==> src/rtl/tim_slave_pkg.sv <==
package tim_slave_pkg;
  typedef enum logic [3:0] {
    MODE_FREE  = 4'd0,
    MODE_ENC1  = 4'd1,
    MODE_ENC2  = 4'd2,
    MODE_ENC3  = 4'd3,
    MODE_RST   = 4'd4,
    MODE_GATE  = 4'd5,
    MODE_START = 4'd6,
    MODE_EXTCK = 4'd7,
    MODE_RSTRT = 4'd8
  } slave_mode_e;

  localparam int unsigned NUM_SIG = 3;
  localparam int unsigned SIG_TRIG = 0;
  localparam int unsigned SIG_CH1  = 1;
  localparam int unsigned SIG_CH2  = 2;
endpackage

==> src/rtl/tim_edge_det.sv <==
module tim_edge_det #(
  parameter int unsigned W = 3
) (
  input  logic         clk_i,
  input  logic         rst_ni,
  input  logic [W-1:0] sig_i,
  output logic [W-1:0] rise_o,
  output logic [W-1:0] chg_o
);
  for (genvar i = 0; i < W; i++) begin : g_bit
    logic prev_q;
    always_ff @(posedge clk_i or negedge rst_ni) begin
      if (!rst_ni) prev_q <= 1'b0;
      else         prev_q <= sig_i[i];
    end
    assign rise_o[i] = sig_i[i] & ~prev_q;
    assign chg_o[i]  = sig_i[i] ^ prev_q;
  end
endmodule

==> src/rtl/tim_mode_ctrl.sv <==
module tim_mode_ctrl
  import tim_slave_pkg::*;
(
  input  logic       clk_i,
  input  logic       rst_ni,
  input  logic       cnt_en_i,
  input  logic [3:0] mode_i,
  input  logic       trig_i,
  input  logic       ch1_i,
  input  logic       ch2_i,
  input  logic       trig_rise_i,
  input  logic       ch1_chg_i,
  input  logic       ch2_chg_i,
  output logic       tick_o,
  output logic       down_o,
  output logic       reinit_o,
  output logic       dir_o
);
  logic started_q, dir_q;
  logic is_enc, is_start;

  always_comb begin
    tick_o   = 1'b0;
    down_o   = 1'b0;
    reinit_o = 1'b0;
    unique case (mode_i)
      MODE_FREE:  tick_o = cnt_en_i;
      MODE_ENC1: begin
        tick_o = cnt_en_i & ch1_chg_i;
        down_o = (ch1_i == ch2_i);
      end
      MODE_ENC2: begin
        tick_o = cnt_en_i & ch2_chg_i;
        down_o = (ch1_i != ch2_i);
      end
      MODE_ENC3: begin
        // simultaneous change on both channels is ambiguous: dropped
        tick_o = cnt_en_i & (ch1_chg_i ^ ch2_chg_i);
        down_o = ch1_chg_i ? (ch1_i == ch2_i) : (ch1_i != ch2_i);
      end
      MODE_RST: begin
        tick_o   = cnt_en_i;
        reinit_o = trig_rise_i;
      end
      MODE_GATE:  tick_o = cnt_en_i & trig_i;
      MODE_START: tick_o = started_q;
      MODE_EXTCK: tick_o = cnt_en_i & trig_rise_i;
      MODE_RSTRT: begin
        tick_o   = started_q;
        reinit_o = trig_rise_i;
      end
      default: ;
    endcase
  end

  assign is_enc   = (mode_i == MODE_ENC1) || (mode_i == MODE_ENC2) || (mode_i == MODE_ENC3);
  assign is_start = (mode_i == MODE_START) || (mode_i == MODE_RSTRT);

  always_ff @(posedge clk_i or negedge rst_ni) begin
    if (!rst_ni) begin
      started_q <= 1'b0;
      dir_q     <= 1'b0;
    end else begin
      started_q <= is_start & (started_q | trig_rise_i);
      if (!is_enc)     dir_q <= 1'b0;
      else if (tick_o) dir_q <= down_o;
    end
  end

  assign dir_o = dir_q;

  assert_enc3_both_R7: assert property (@(posedge clk_i) disable iff (!rst_ni)
    (mode_i == MODE_ENC3 && ch1_chg_i && ch2_chg_i) |-> !tick_o);
endmodule

==> src/rtl/tim_counter.sv <==
module tim_counter #(
  parameter int unsigned CNT_W = 16,
  parameter int unsigned PSC_W = 16
) (
  input  logic             clk_i,
  input  logic             rst_ni,
  input  logic             tick_i,
  input  logic             down_i,
  input  logic             reinit_i,
  input  logic [CNT_W-1:0] arr_i,
  input  logic [PSC_W-1:0] psc_i,
  output logic [CNT_W-1:0] cnt_o,
  output logic             upd_o
);
  logic [CNT_W-1:0] cnt_q;
  logic [PSC_W-1:0] psc_q;
  logic             upd_q;
  logic             step;

  assign step = tick_i && (psc_q == psc_i);

  always_ff @(posedge clk_i or negedge rst_ni) begin
    if (!rst_ni) begin
      cnt_q <= '0;
      psc_q <= '0;
      upd_q <= 1'b0;
    end else begin
      upd_q <= 1'b0;
      if (reinit_i) begin
        cnt_q <= '0;
        psc_q <= '0;
        upd_q <= 1'b1;
      end else if (tick_i) begin
        if (step) begin
          psc_q <= '0;
          if (down_i) begin
            if (cnt_q == '0) begin
              cnt_q <= arr_i;
              upd_q <= 1'b1;
            end else begin
              cnt_q <= cnt_q - 1'b1;
            end
          end else if (cnt_q >= arr_i) begin
            cnt_q <= '0;
            upd_q <= 1'b1;
          end else begin
            cnt_q <= cnt_q + 1'b1;
          end
        end else begin
          psc_q <= psc_q + 1'b1;
        end
      end
    end
  end

  assign cnt_o = cnt_q;
  assign upd_o = upd_q;

  assert_up_wrap_R4: assert property (@(posedge clk_i) disable iff (!rst_ni)
    (step && !reinit_i && !down_i && cnt_q >= arr_i) |=> (cnt_q == '0 && upd_o));
  assert_down_wrap_R4: assert property (@(posedge clk_i) disable iff (!rst_ni)
    (step && !reinit_i && down_i && cnt_q == '0) |=> (cnt_q == $past(arr_i) && upd_o));
  assert_reinit_clear_R8: assert property (@(posedge clk_i) disable iff (!rst_ni)
    reinit_i |=> (cnt_q == '0 && psc_q == '0 && upd_o));
endmodule

==> src/rtl/tim_slave_ctrl.sv <==
module tim_slave_ctrl
  import tim_slave_pkg::*;
#(
  parameter int unsigned CNT_W = 16,
  parameter int unsigned PSC_W = 16
) (
  input  logic             clk_i,
  input  logic             rst_ni,
  input  logic             cnt_en_i,
  input  logic [3:0]       mode_i,
  input  logic             trig_i,
  input  logic             ch1_i,
  input  logic             ch2_i,
  input  logic [CNT_W-1:0] arr_i,
  input  logic [PSC_W-1:0] psc_i,
  output logic [CNT_W-1:0] cnt_o,
  output logic             dir_o,
  output logic             upd_o
);
  logic [NUM_SIG-1:0] sig, rise, chg;
  logic tick, down, reinit;

  assign sig[SIG_TRIG] = trig_i;
  assign sig[SIG_CH1]  = ch1_i;
  assign sig[SIG_CH2]  = ch2_i;

  tim_edge_det #(.W(NUM_SIG)) u_edge (
    .clk_i  (clk_i),
    .rst_ni (rst_ni),
    .sig_i  (sig),
    .rise_o (rise),
    .chg_o  (chg)
  );

  tim_mode_ctrl u_mode (
    .clk_i       (clk_i),
    .rst_ni      (rst_ni),
    .cnt_en_i    (cnt_en_i),
    .mode_i      (mode_i),
    .trig_i      (trig_i),
    .ch1_i       (ch1_i),
    .ch2_i       (ch2_i),
    .trig_rise_i (rise[SIG_TRIG]),
    .ch1_chg_i   (chg[SIG_CH1]),
    .ch2_chg_i   (chg[SIG_CH2]),
    .tick_o      (tick),
    .down_o      (down),
    .reinit_o    (reinit),
    .dir_o       (dir_o)
  );

  tim_counter #(.CNT_W(CNT_W), .PSC_W(PSC_W)) u_cnt (
    .clk_i    (clk_i),
    .rst_ni   (rst_ni),
    .tick_i   (tick),
    .down_i   (down),
    .reinit_i (reinit),
    .arr_i    (arr_i),
    .psc_i    (psc_i),
    .cnt_o    (cnt_o),
    .upd_o    (upd_o)
  );

  logic unused_rise;
  assign unused_rise = ^{rise[SIG_CH1], rise[SIG_CH2], chg[SIG_TRIG]};

  assert_gate_hold_R9: assert property (@(posedge clk_i) disable iff (!rst_ni)
    (mode_i == MODE_GATE && !trig_i && $stable(arr_i)) |=> $stable(cnt_o));
  assert_bad_mode_hold_R13: assert property (@(posedge clk_i) disable iff (!rst_ni)
    (mode_i > MODE_RSTRT) |=> ($stable(cnt_o) && !upd_o));
  assert_dir_up_R2: assert property (@(posedge clk_i) disable iff (!rst_ni)
    (mode_i == MODE_FREE || mode_i > MODE_ENC3) |=> !dir_o);
endmodule

==> config.mk <==
export PLATFORM = sky130hd
export DESIGN_NAME = tim_slave_ctrl
export DESIGN_NICKNAME = d
export VERILOG_FILES = /design/src/rtl/tim_slave_pkg.sv /design/src/rtl/tim_edge_det.sv /design/src/rtl/tim_mode_ctrl.sv /design/src/rtl/tim_counter.sv /design/src/rtl/tim_slave_ctrl.sv
export SDC_FILE = /design/constraint.sdc
export NUM_CORES = 1
export LEC_CHECK = 0
export ABC_AREA = 1
export BUFFER_PORTS_ARGS = -buffer_cell sky130_fd_sc_hd__buf_2
export CORE_ASPECT_RATIO = 2
export CORE_UTILIZATION = 40
export CTS_CLUSTER_DIAMETER = 120
export CTS_CLUSTER_SIZE = 12
export DETAILED_ROUTE_END_ITERATION = 6
export GPL_ROUTABILITY_DRIVEN = 0
export PLACE_DENSITY = 0.68
export SETUP_SLACK_MARGIN = 0.5
export SLEW_MARGIN = 10
export SYNTH_ARGS = -nofsm -noshare
export SYNTH_HDL_FRONTEND = slang
export SYNTH_HIERARCHICAL = 1
export SYNTH_SLANG_ARGS = --single-unit
==> constraint.sdc <==
create_clock -name clk_i -period 3.5 [get_ports clk_i]
set_clock_uncertainty 0.2 [all_clocks]
set_input_delay 0 -clock clk_i [delete_from_list [all_inputs] [get_ports clk_i]]
set_output_delay 0 -clock clk_i [all_outputs]
set_load 0.05 [all_outputs]
## Word level (Yosys, flattened, before mapping)

Index checks and enable logic that the tools add are counted.

| operators by class | value |
|---|---|
| add/subtract/negate cells | 3 |
| $lt $le $gt $ge | 1 |
| equality and inequality tests | 12 |
| muxes and demuxes | 21 |
| bitwise operators | 12 |
| reductions and logical operators | 12 |

Operator list:

| cell | count |
|---|---|
| $mux W16 | 9 |
| $add A16 B1 Y16 const B | 2 |
| $eq A16 B16 Y1 | 1 |
| $eq A4 B3 Y1 const B | 4 |
| $ge A16 B16 Y1 | 1 |
| $logic_not A16 Y1 | 1 |
| $sub A16 B1 Y16 const B | 1 |
| $mux W1 | 10 |
| $eq A4 B2 Y1 const B | 2 |
| $and A1 B1 Y1 | 7 |
| $pmux W1 S7 | 1 |
| $reduce_or A2 Y1 | 3 |
| $eq A4 B1 Y1 const B | 1 |
| $eq A4 B4 Y1 const B | 1 |
| $logic_not A4 Y1 | 1 |
| $reduce_bool A2 Y1 | 2 |
| $logic_or A1 B1 Y1 | 3 |
| $pmux W1 S3 | 1 |
| $xor A1 B1 Y1 | 3 |
| $ne A2 B1 Y1 const B | 1 |
| $reduce_and A2 Y1 | 1 |
| $eq A1 B1 Y1 | 1 |
| $logic_and A1 B1 Y1 | 1 |
| $ne A1 B1 Y1 | 1 |
| other kinds (2) | 2 |

| storage, ports and cells | value |
|---|---|
| register bits | 38 |
| output and inout port bits | 18 |

## Logic depth before layout (Yosys ltp)

Gate-level depths: netlist of run 1.

| logic depth | value |
|---|---|
| depth in word-level cells | 8 |
| depth in mapped cells | 20 |

## Modules after synthesis

The synthesis of run 1 kept the hierarchy.

Modules (own cells, without submodules):

| module | instances | cells an instance | area each (um^2) |
|---|---|---|---|
| tim_counter | 1 | 630 | 3799.9 |
| tim_mode_ctrl | 1 | 47 | 289.0 |
| tim_edge_det | 1 | 12 | 135.1 |

## Worst setup path after synthesis of run 1

OpenSTA, ideal clock, no wires.

| path | value |
|---|---|
| kind | register to register |
| from | register u_cnt.cnt_q[0], in the netlist u_cnt/cnt_o[0] |
| to | register u_cnt.upd_q, in the netlist u_cnt/upd_o |
| arrival time | 2.092 ns |
| path slack | 1.086 ns |
| cell stages (with the launch flop) | 14 |
| clock period less this slack | 2.414 ns |
| path through | dfrtp_1 -> inv_1 -> ha_1 -> nand2_1 -> nor2_1 -> nor2_1 -> nand2_1 -> nand2_1 -> nand2_1 -> nand2_1 -> buf_2 -> nand3_1 -> nand3b_1 -> nand2_1 |

| between the ends | value |
|---|---|
| longest elaborated chain between the ends | 6 |
| elaborated cells between the ends (all ways) | 8 |

RTL lines:

| what | RTL line | source |
|---|---|---|
| start: declaration | tim_counter.sv:15 | `logic [CNT_W-1:0] cnt_q;` |
| start signal: assignment | tim_counter.sv:38 | `cnt_q <= arr_i;` |
| start signal: assignment | tim_counter.sv:41 | `cnt_q <= cnt_q - 1'b1;` |
| start signal: assignment | tim_counter.sv:47 | `cnt_q <= cnt_q + 1'b1;` |
| $ge A16 B16 Y1 or $logic_not A16 Y1 (tied branches) | tim_counter.sv:43, tim_counter.sv:37 |  |
| $mux W1, on equally long branches | tim_counter.sv:43, tim_counter.sv:37 |  |
| $mux W1 * | tim_counter.sv:36 | `if (down_i) begin` |
| $mux W1 * | tim_counter.sv:34 | `if (step) begin` |
| $mux W1 * | tim_counter.sv:33 | `end else if (tick_i) begin` |
| $mux W1 * | tim_counter.sv:29 | `if (reinit_i) begin` |
| end signal: assignment | tim_counter.sv:28 | `upd_q <= 1'b0;` |
| end signal: assignment | tim_counter.sv:32 | `upd_q <= 1'b1;` |
| end signal: assignment | tim_counter.sv:39 | `upd_q <= 1'b1;` |
| end: declaration | tim_counter.sv:17 | `logic upd_q;` |

Every way passes the cells marked *; elsewhere a longest branch is shown, timed or not.
A chain may end at the register's enable or synchronous reset.

## Final worst setup path of run 1

| path | value |
|---|---|
| from | input ch2_i |
| to | register u_cnt.psc_q[1] |

| between the ends | value |
|---|---|
| longest elaborated chain between the ends | 8 |
| elaborated cells between the ends (all ways) | 10 |

RTL lines:

| what | RTL line | source |
|---|---|---|
| start: declaration | tim_slave_ctrl.sv:13 | `input logic ch2_i,` |
| $xor A1 B1 Y1 * | tim_edge_det.sv:17 | `assign chg_o[i] = sig_i[i] ^ prev_q;` |
| net chg[2] | tim_slave_ctrl.sv:20 | `logic [NUM_SIG-1:0] sig, rise, chg;` |
| $xor A1 B1 Y1 | tim_mode_ctrl.sv:38 | `tick_o = cnt_en_i & (ch1_chg_i ^ ch2_chg_i);` |
| $and A1 B1 Y1 | tim_mode_ctrl.sv:38 |  |
| $pmux W1 S7 * | tim_mode_ctrl.sv:26 | `unique case (mode_i)` |
| net tick | tim_slave_ctrl.sv:21 | `logic tick, down, reinit;` |
| $logic_and A1 B1 Y1 | tim_counter.sv:20 | `assign step = tick_i && (psc_q == psc_i);` |
| $mux W16 | tim_counter.sv:34 |  |
| $mux W16 | tim_counter.sv:33 |  |
| $mux W16 | tim_counter.sv:29 |  |
| end signal: assignment | tim_counter.sv:50 | `psc_q <= psc_q + 1'b1;` |
| end: declaration | tim_counter.sv:16 | `logic [PSC_W-1:0] psc_q;` |

Mark *: on every way through the listed nets, which the timed path passes. The rest lies on a longest branch. The select of a mux whose other input is x is not followed.

==> results.json, run 1 <==
{
  "ys_warn_count": 6,
  "antenna_found_initial": 0,
  "switchingPower_w": 0.000442,
  "drt_iter0_drc": 305,
  "switching_share": 0.318,
  "post_cts_buffers": 0,
  "wl_mm": 12.8,
  "grt_pass1_wl_mm": 20.8,
  "syn_inst": 688,
  "ir_drop_v": 0.000275,
  "tns_ps": 0,
  "ctsResizeCount": 0,
  "die_area_um2": 11000,
  "combPwrFrac": 0.255,
  "clk_pin_slew_ps": 60,
  "hold_class": "in -> reg",
  "die_y_um": 147,
  "start_util": 0.413,
  "nets": 825,
  "place_hpwl_mm": 10.2,
  "port_buffers": 59,
  "tightest_slew_ps": 904,
  "overflow": 0,
  "num_rows": 52,
  "start_kind": "primary input",
  "htreeDepth": 2,
  "slew_violations": 0,
  "grt_max_degree": 39,
  "final_cell_area_um2": 4920,
  "seqPwrFrac": 0.372,
  "crit_chain": "dlygate4sd3_1 -> buf_2 -> ha_1 -> inv_1 -> nand3_1 -> nand2_1 -> nand2_1 -> nand2_1 -> nand2_2 -> nand2_2 -> inv_1 -> nor2_1 -> nand3b_1 -> nor2_2 -> nand3_1 -> nand2_2 -> inv_2 -> nand3_1 -> nand2_1",
  "core_um2": 10200,
  "finalCritPeriodShare": 0.773,
  "syn_area_per_cell_um2": 6.13,
  "placed_area_um2": 4620,
  "fp.dieW_um": 74.6,
  "io_pins": 60,
  "final_hold_viol_count": 0,
  "grt_setup_unrepaired": "no",
  "clkLatencyLatePin_ps": 290,
  "status": "finished clean",
  "synth_nets": 753,
  "insertedDiodeCount": 0,
  "clock-root-buffer": "clkbuf_16",
  "drive_above_1_share": 0.171,
  "syn_area_um2": 4220,
  "critPathMaxStageDelay_ps": 520,
  "arrival_ps": 2680,
  "grt_pass1_vias": 4680,
  "area_delta_synth_final_pct": 16.5,
  "grt_util_all_layers": 0.246,
  "cts_tree": "done",
  "first_pass_iters": 5,
  "numCtsBuffers": 5,
  "p_int_w": 0.000949,
  "clockPowerShare": 0.372,
  "setup_viol": 0,
  "crit_top_cell": "nand2_1",
  "vias": 4561,
  "power_density_nw_per_um2": 283,
  "worst_ep_required_time_ps": 3480,
  "cp_max_fo": 20,
  "slew-limit-headroom": 0.397,
  "end_kind": "flop",
  "ant_nets": 0,
  "drc_errors": 0,
  "cts.sinks": 38,
  "path_class": "in -> reg",
  "wl_per_cell_um": 14.3,
  "drv_cap": 0,
  "cts_buffer_depth": 2,
  "period_minus_slack_ps": 2710,
  "max_freq_mhz": 369,
  "vias_per_cell": 5.09,
  "p_leak_nw": 2.85,
  "hold_buffers": 14,
  "cp_slowest_cell": "dlygate4sd3_1"
}
## state kept, by name (all words and copies together) (netlist names)
| signal | cells |
|---|---|
| u_cnt/psc_q | 16 |
| u_cnt/upd_o | 1 |
| u_edge/g_bit.prev_q | 3 |
| u_cnt/cnt_o | 16 |
| u_mode/started_q | 1 |
| u_mode/dir_o | 1 |
## through the flow
| stage | utilization | setup WS (ps) | hold WS (ps) | total power [W] | instances |
|---|---|---|---|---|---|
| 3_5_place_dp | 0.452 | 826 | -52.9 | 0.000868 | 874 |
| 6_report | 0.482 | 793 | 23.6 | 0.00139 | 896 |
| 2_1_floorplan | - | 1090 | -496 | 0.000755 | 688 |
| 3_3_place_gp | 0.452 | 910 | -56.9 | 0.000858 | 874 |
| 5_1_grt | 0.482 | 564 | 55.4 | 0.00148 | 896 |
| 4_1_cts | 0.482 | 792 | 12.9 | 0.00141 | 896 |
## power groups by stage
stage | Sequential (W) | Combinational [W] | Clock (W)
after floorplan | 0.000516 | 0.000239 | 0
after global placement | 0.000523 | 0.000334 | 0
after detailed placement | 0.000525 | 0.000343 | 0
after CTS | 0.000517 | 0.000357 | 0.000534
after global routing | 0.000524 | 0.000408 | 0.000544
final | 0.000518 | 0.000355 | 0.000518
## routing by layer
metal | vias up | part of all wire | wire, µm | GRT usage
met4 | 0 | 0.063 | 800 | 0.161
met1 | 2079 | 0.34 | 4350 | 0.231
met5 | - | 0 | 0 | 0
met2 | 154 | 0.56 | 7170 | 0.470
li1 | 2276 | - | - | -
met3 | 52 | 0.035 | 448 | 0.0233
## critical path, delay by kind of cell
family | cells | cell delay (ps)
adder cells (fa/ha/maj) | 1 | 290
AND/OR/NAND/NOR | 13 | 1350
buffers and inverters | 5 | 1030
## worst paths after layout
kind                                   startpoint                to  slack, ps  cells past startpoint
hold reg to reg                  u_mode/started_q  u_mode/started_q        340                      2
hold / removal                           arr_i[7]    u_cnt/cnt_o[7]         20                      7
setup / recovery                            ch2_i    u_cnt/psc_q[1]        790                     19
min in group asynchronous                  rst_ni    u_cnt/psc_q[4]        180                      2
setup reg to reg           u_edge/g_bit[2].prev_q    u_cnt/psc_q[1]        820                     19
max in group asynchronous                  rst_ni      u_mode/dir_o       2350                      2
## cells in the final DEF, fill, tap and decap left out, drive strengths merged
cell type    count
bufinv           1
nand3b           6
nor3b            2
dlygate4sd3     14
nor2           108
clkbuf           7
o21a             1
o22ai            2
o211ai           4
buf             67
nand3           63
a21oi           16
o21ai           12
nand4            8
nor3            11
nand2          256
dfrtp           38
xor2            17
ha              23
xnor2            4
and3             1
o21bai           2
inv             96
or2              2
## cell type report
| type | count | area, µm² |
|---|---|---|
| timing repair buffer | 81 | 495 |
| multi-input combinational | 538 | 2780 |
| tap | 135 | 169 |
| fill | 1070 | 5300 |
| sequential | 38 | 951 |
| clock inverter | 1 | 30.0 |
| clock buffer | 7 | 133 |
| inverter | 96 | 360 |
(Power assumes the default switching activity.)
==> run 2, diff against run 1 <==
Settings changed: PLACE_DENSITY 0.68 to 0.7.
Clock period 3.5 ns to 2.42 ns, I/O delays scaled along.
==> run 2 against run 1 <==
Compared with the run above: critical path depth stayed put; count of clock-buffer cells in the layout increased by 1; sequential share of layout area is 0.75 points lower; combinational power is 52% higher; largest cell class unchanged.
==> results.json, run 2 (synthesis results as in run 1) <==
{
  "status": "finished clean",
  "area_delta_synth_final_pct": 23.5,
  "finalCritPeriodShare": 0.950,
  "die_area_um2": 11000,
  "tightest_slew_ps": 654,
  "cp_slowest_cell": "dfrtp_1",
  "insertedDiodeCount": 0,
  "seqPwrFrac": 0.388,
  "switching_share": 0.337,
  "vias": 4619,
  "cts_buffer_depth": 2,
  "clockPowerShare": 0.333,
  "power_density_nw_per_um2": 371,
  "max_freq_mhz": 435,
  "cp_max_fo": 20,
  "clk_pin_slew_ps": 50,
  "vias_per_cell": 5.00,
  "multi_input_area_um2": 2860,
  "layout.area.seq_um2": 968,
  "crit_top_cell": "nand2_1",
  "start_util": 0.413,
  "period_minus_slack_ps": 2300,
  "start_kind": "flop",
  "clkLatencyLatePin_ps": 290,
  "grt_util_all_layers": 0.244,
  "fin_cells": 923,
  "grt_setup_unrepaired": "yes",
  "cts.sinks": 38,
  "slew-limit-headroom": 0.564,
  "drv_cap": 0,
  "arrival_ps": 2270,
  "die_y_um": 147,
  "slew_violations": 0,
  "crit_chain": "inv_1 -> ha_1 -> inv_1 -> nand2_1 -> nand3_1 -> nand2_1 -> nand2_1 -> nand2_1 -> nand2_2 -> nand2_4 -> inv_2 -> nor2_1 -> nand3b_1 -> nor2_4 -> nand3_2 -> nand2_4 -> inv_6 -> nand3_1 -> nand2_1",
  "hold_class": "in -> reg",
  "antenna_found_initial": 0,
  "setup_viol": 0,
  "place_hpwl_mm": 10.1,
  "port_buffers": 59,
  "grt_pass1_wl_mm": 20.2,
  "numCtsBuffers": 5,
  "tns_ps": 0,
  "htreeDepth": 2,
  "ant_nets": 0,
  "fillers": 1131,
  "num_rows": 52,
  "end_kind": "flop",
  "grt_pass1_vias": 4485,
  "wl_mm": 12.8,
  "p_int_w": 0.00128,
  "overflow": 0,
  "power_w": 0.00193,
  "ir_drop_v": 0.000353,
  "dp.cells": 898,
  "combPwrFrac": 0.278,
  "io_pins": 60,
  "drt_iter0_drc": 209,
  "fp.dieW_um": 74.6,
  "nets": 852,
  "p_leak_nw": 2.99,
  "clock-root-buffer": "clkbuf_16",
  "drive_above_1_share": 0.236,
  "grt_max_degree": 27,
  "final_common_cell": "nand2_1",
  "core_um2": 10200,
  "fin_ws_ps": 122,
  "first_pass_iters": 5,
  "path_class": "reg -> reg",
  "drc_errors": 0,
  "layout_common_cells": "nand2_1 (244), inv_1 (84), nor2_1 (81)",
  "cts_tree": "done",
  "switchingPower_w": 0.000653,
  "worst_ep_required_time_ps": 2390,
  "place_ws_ps": 68.7,
  "critPathMaxStageDelay_ps": 320,
  "wl_per_cell_um": 13.9,
  "final_hold_viol_count": 0
}
run 2: metal layers:
| metal | track usage | wire length [µm] | up-vias | share of wire |
|---|---|---|---|---|
| li1 | - | - | 2329 | - |
| met1 | 0.223 | 4400 | 2105 | 0.34 |
| met2 | 0.472 | 7210 | 133 | 0.56 |
| met3 | 0.0329 | 436 | 52 | 0.034 |
| met4 | 0.148 | 778 | 0 | 0.061 |
| met5 | 0 | 0 | - | 0 |
run 2: path summary, 6_finish.rpt:
check                                   end                    from  slack, ps  depth (start not counted)
min in group asynchronous    u_cnt/cnt_o[8]                  rst_ni         70                          2
min reg2reg                u_mode/started_q        u_mode/started_q        330                          2
max                          u_cnt/psc_q[1]  u_edge/g_bit[2].prev_q        120                         19
min                          u_cnt/cnt_o[6]                arr_i[6]          5                          7
max in group asynchronous   u_cnt/psc_q[11]                  rst_ni       1300                          3
max reg2reg                  u_cnt/psc_q[1]  u_edge/g_bit[2].prev_q        120                         19
run 2: worst max-delay path, delay by kind of cell (launching register included):
kind	cells	cell delay [ps]
buffers and inverters	4	210
flip-flops	1	320
AND/OR/NAND/NOR	14	1190
adder cells (fa/ha/maj)	1	260
run 2: cell type report:
type / count / share of cell area
flip-flops and latches: 38 / 0.186
clock buffers: 8 / 0.0262
inverters: 96 / 0.0701
multi-input cells: 538 / 0.549
repair buffers: 108 / 0.136
well taps: 135 / 0.0324
run 2: what timing repair did:
action / 4_1_cts / 5_1_grt
endpoints found under the hold margin: 36 / 0
hold buffers: 12 / 0
buffers inserted: 4 / 1
gates cloned: 0 / 0
setup endpoints to repair: 32 / 33
resized for setup: 12 / 13
pin swaps: 3 / 11
run 2: power by group through the flow:
stage | Sequential (W) | Combinational, W | Clock (W)
final | 0.000751 | 0.000538 | 0.000644
after global routing | 0.000755 | 0.000608 | 0.000683
after global placement | 0.000758 | 0.000500 | 0
after CTS | 0.000748 | 0.000531 | 0.000664
after floorplan | 0.000746 | 0.000348 | 0
after detailed placement | 0.000758 | 0.000506 | 0
run 2: metrics by stage:
stage | hold WS (ps) | utilization | instance area (µm²)
after floorplan | -496 | - | 4260
after global placement | -132 | 0.472 | 4820
after detailed placement | -129 | 0.472 | 4820
after CTS | 16.9 | 0.504 | 5150
after global routing | 60.0 | 0.510 | 5210
final | 5.39 | 0.510 | 5210
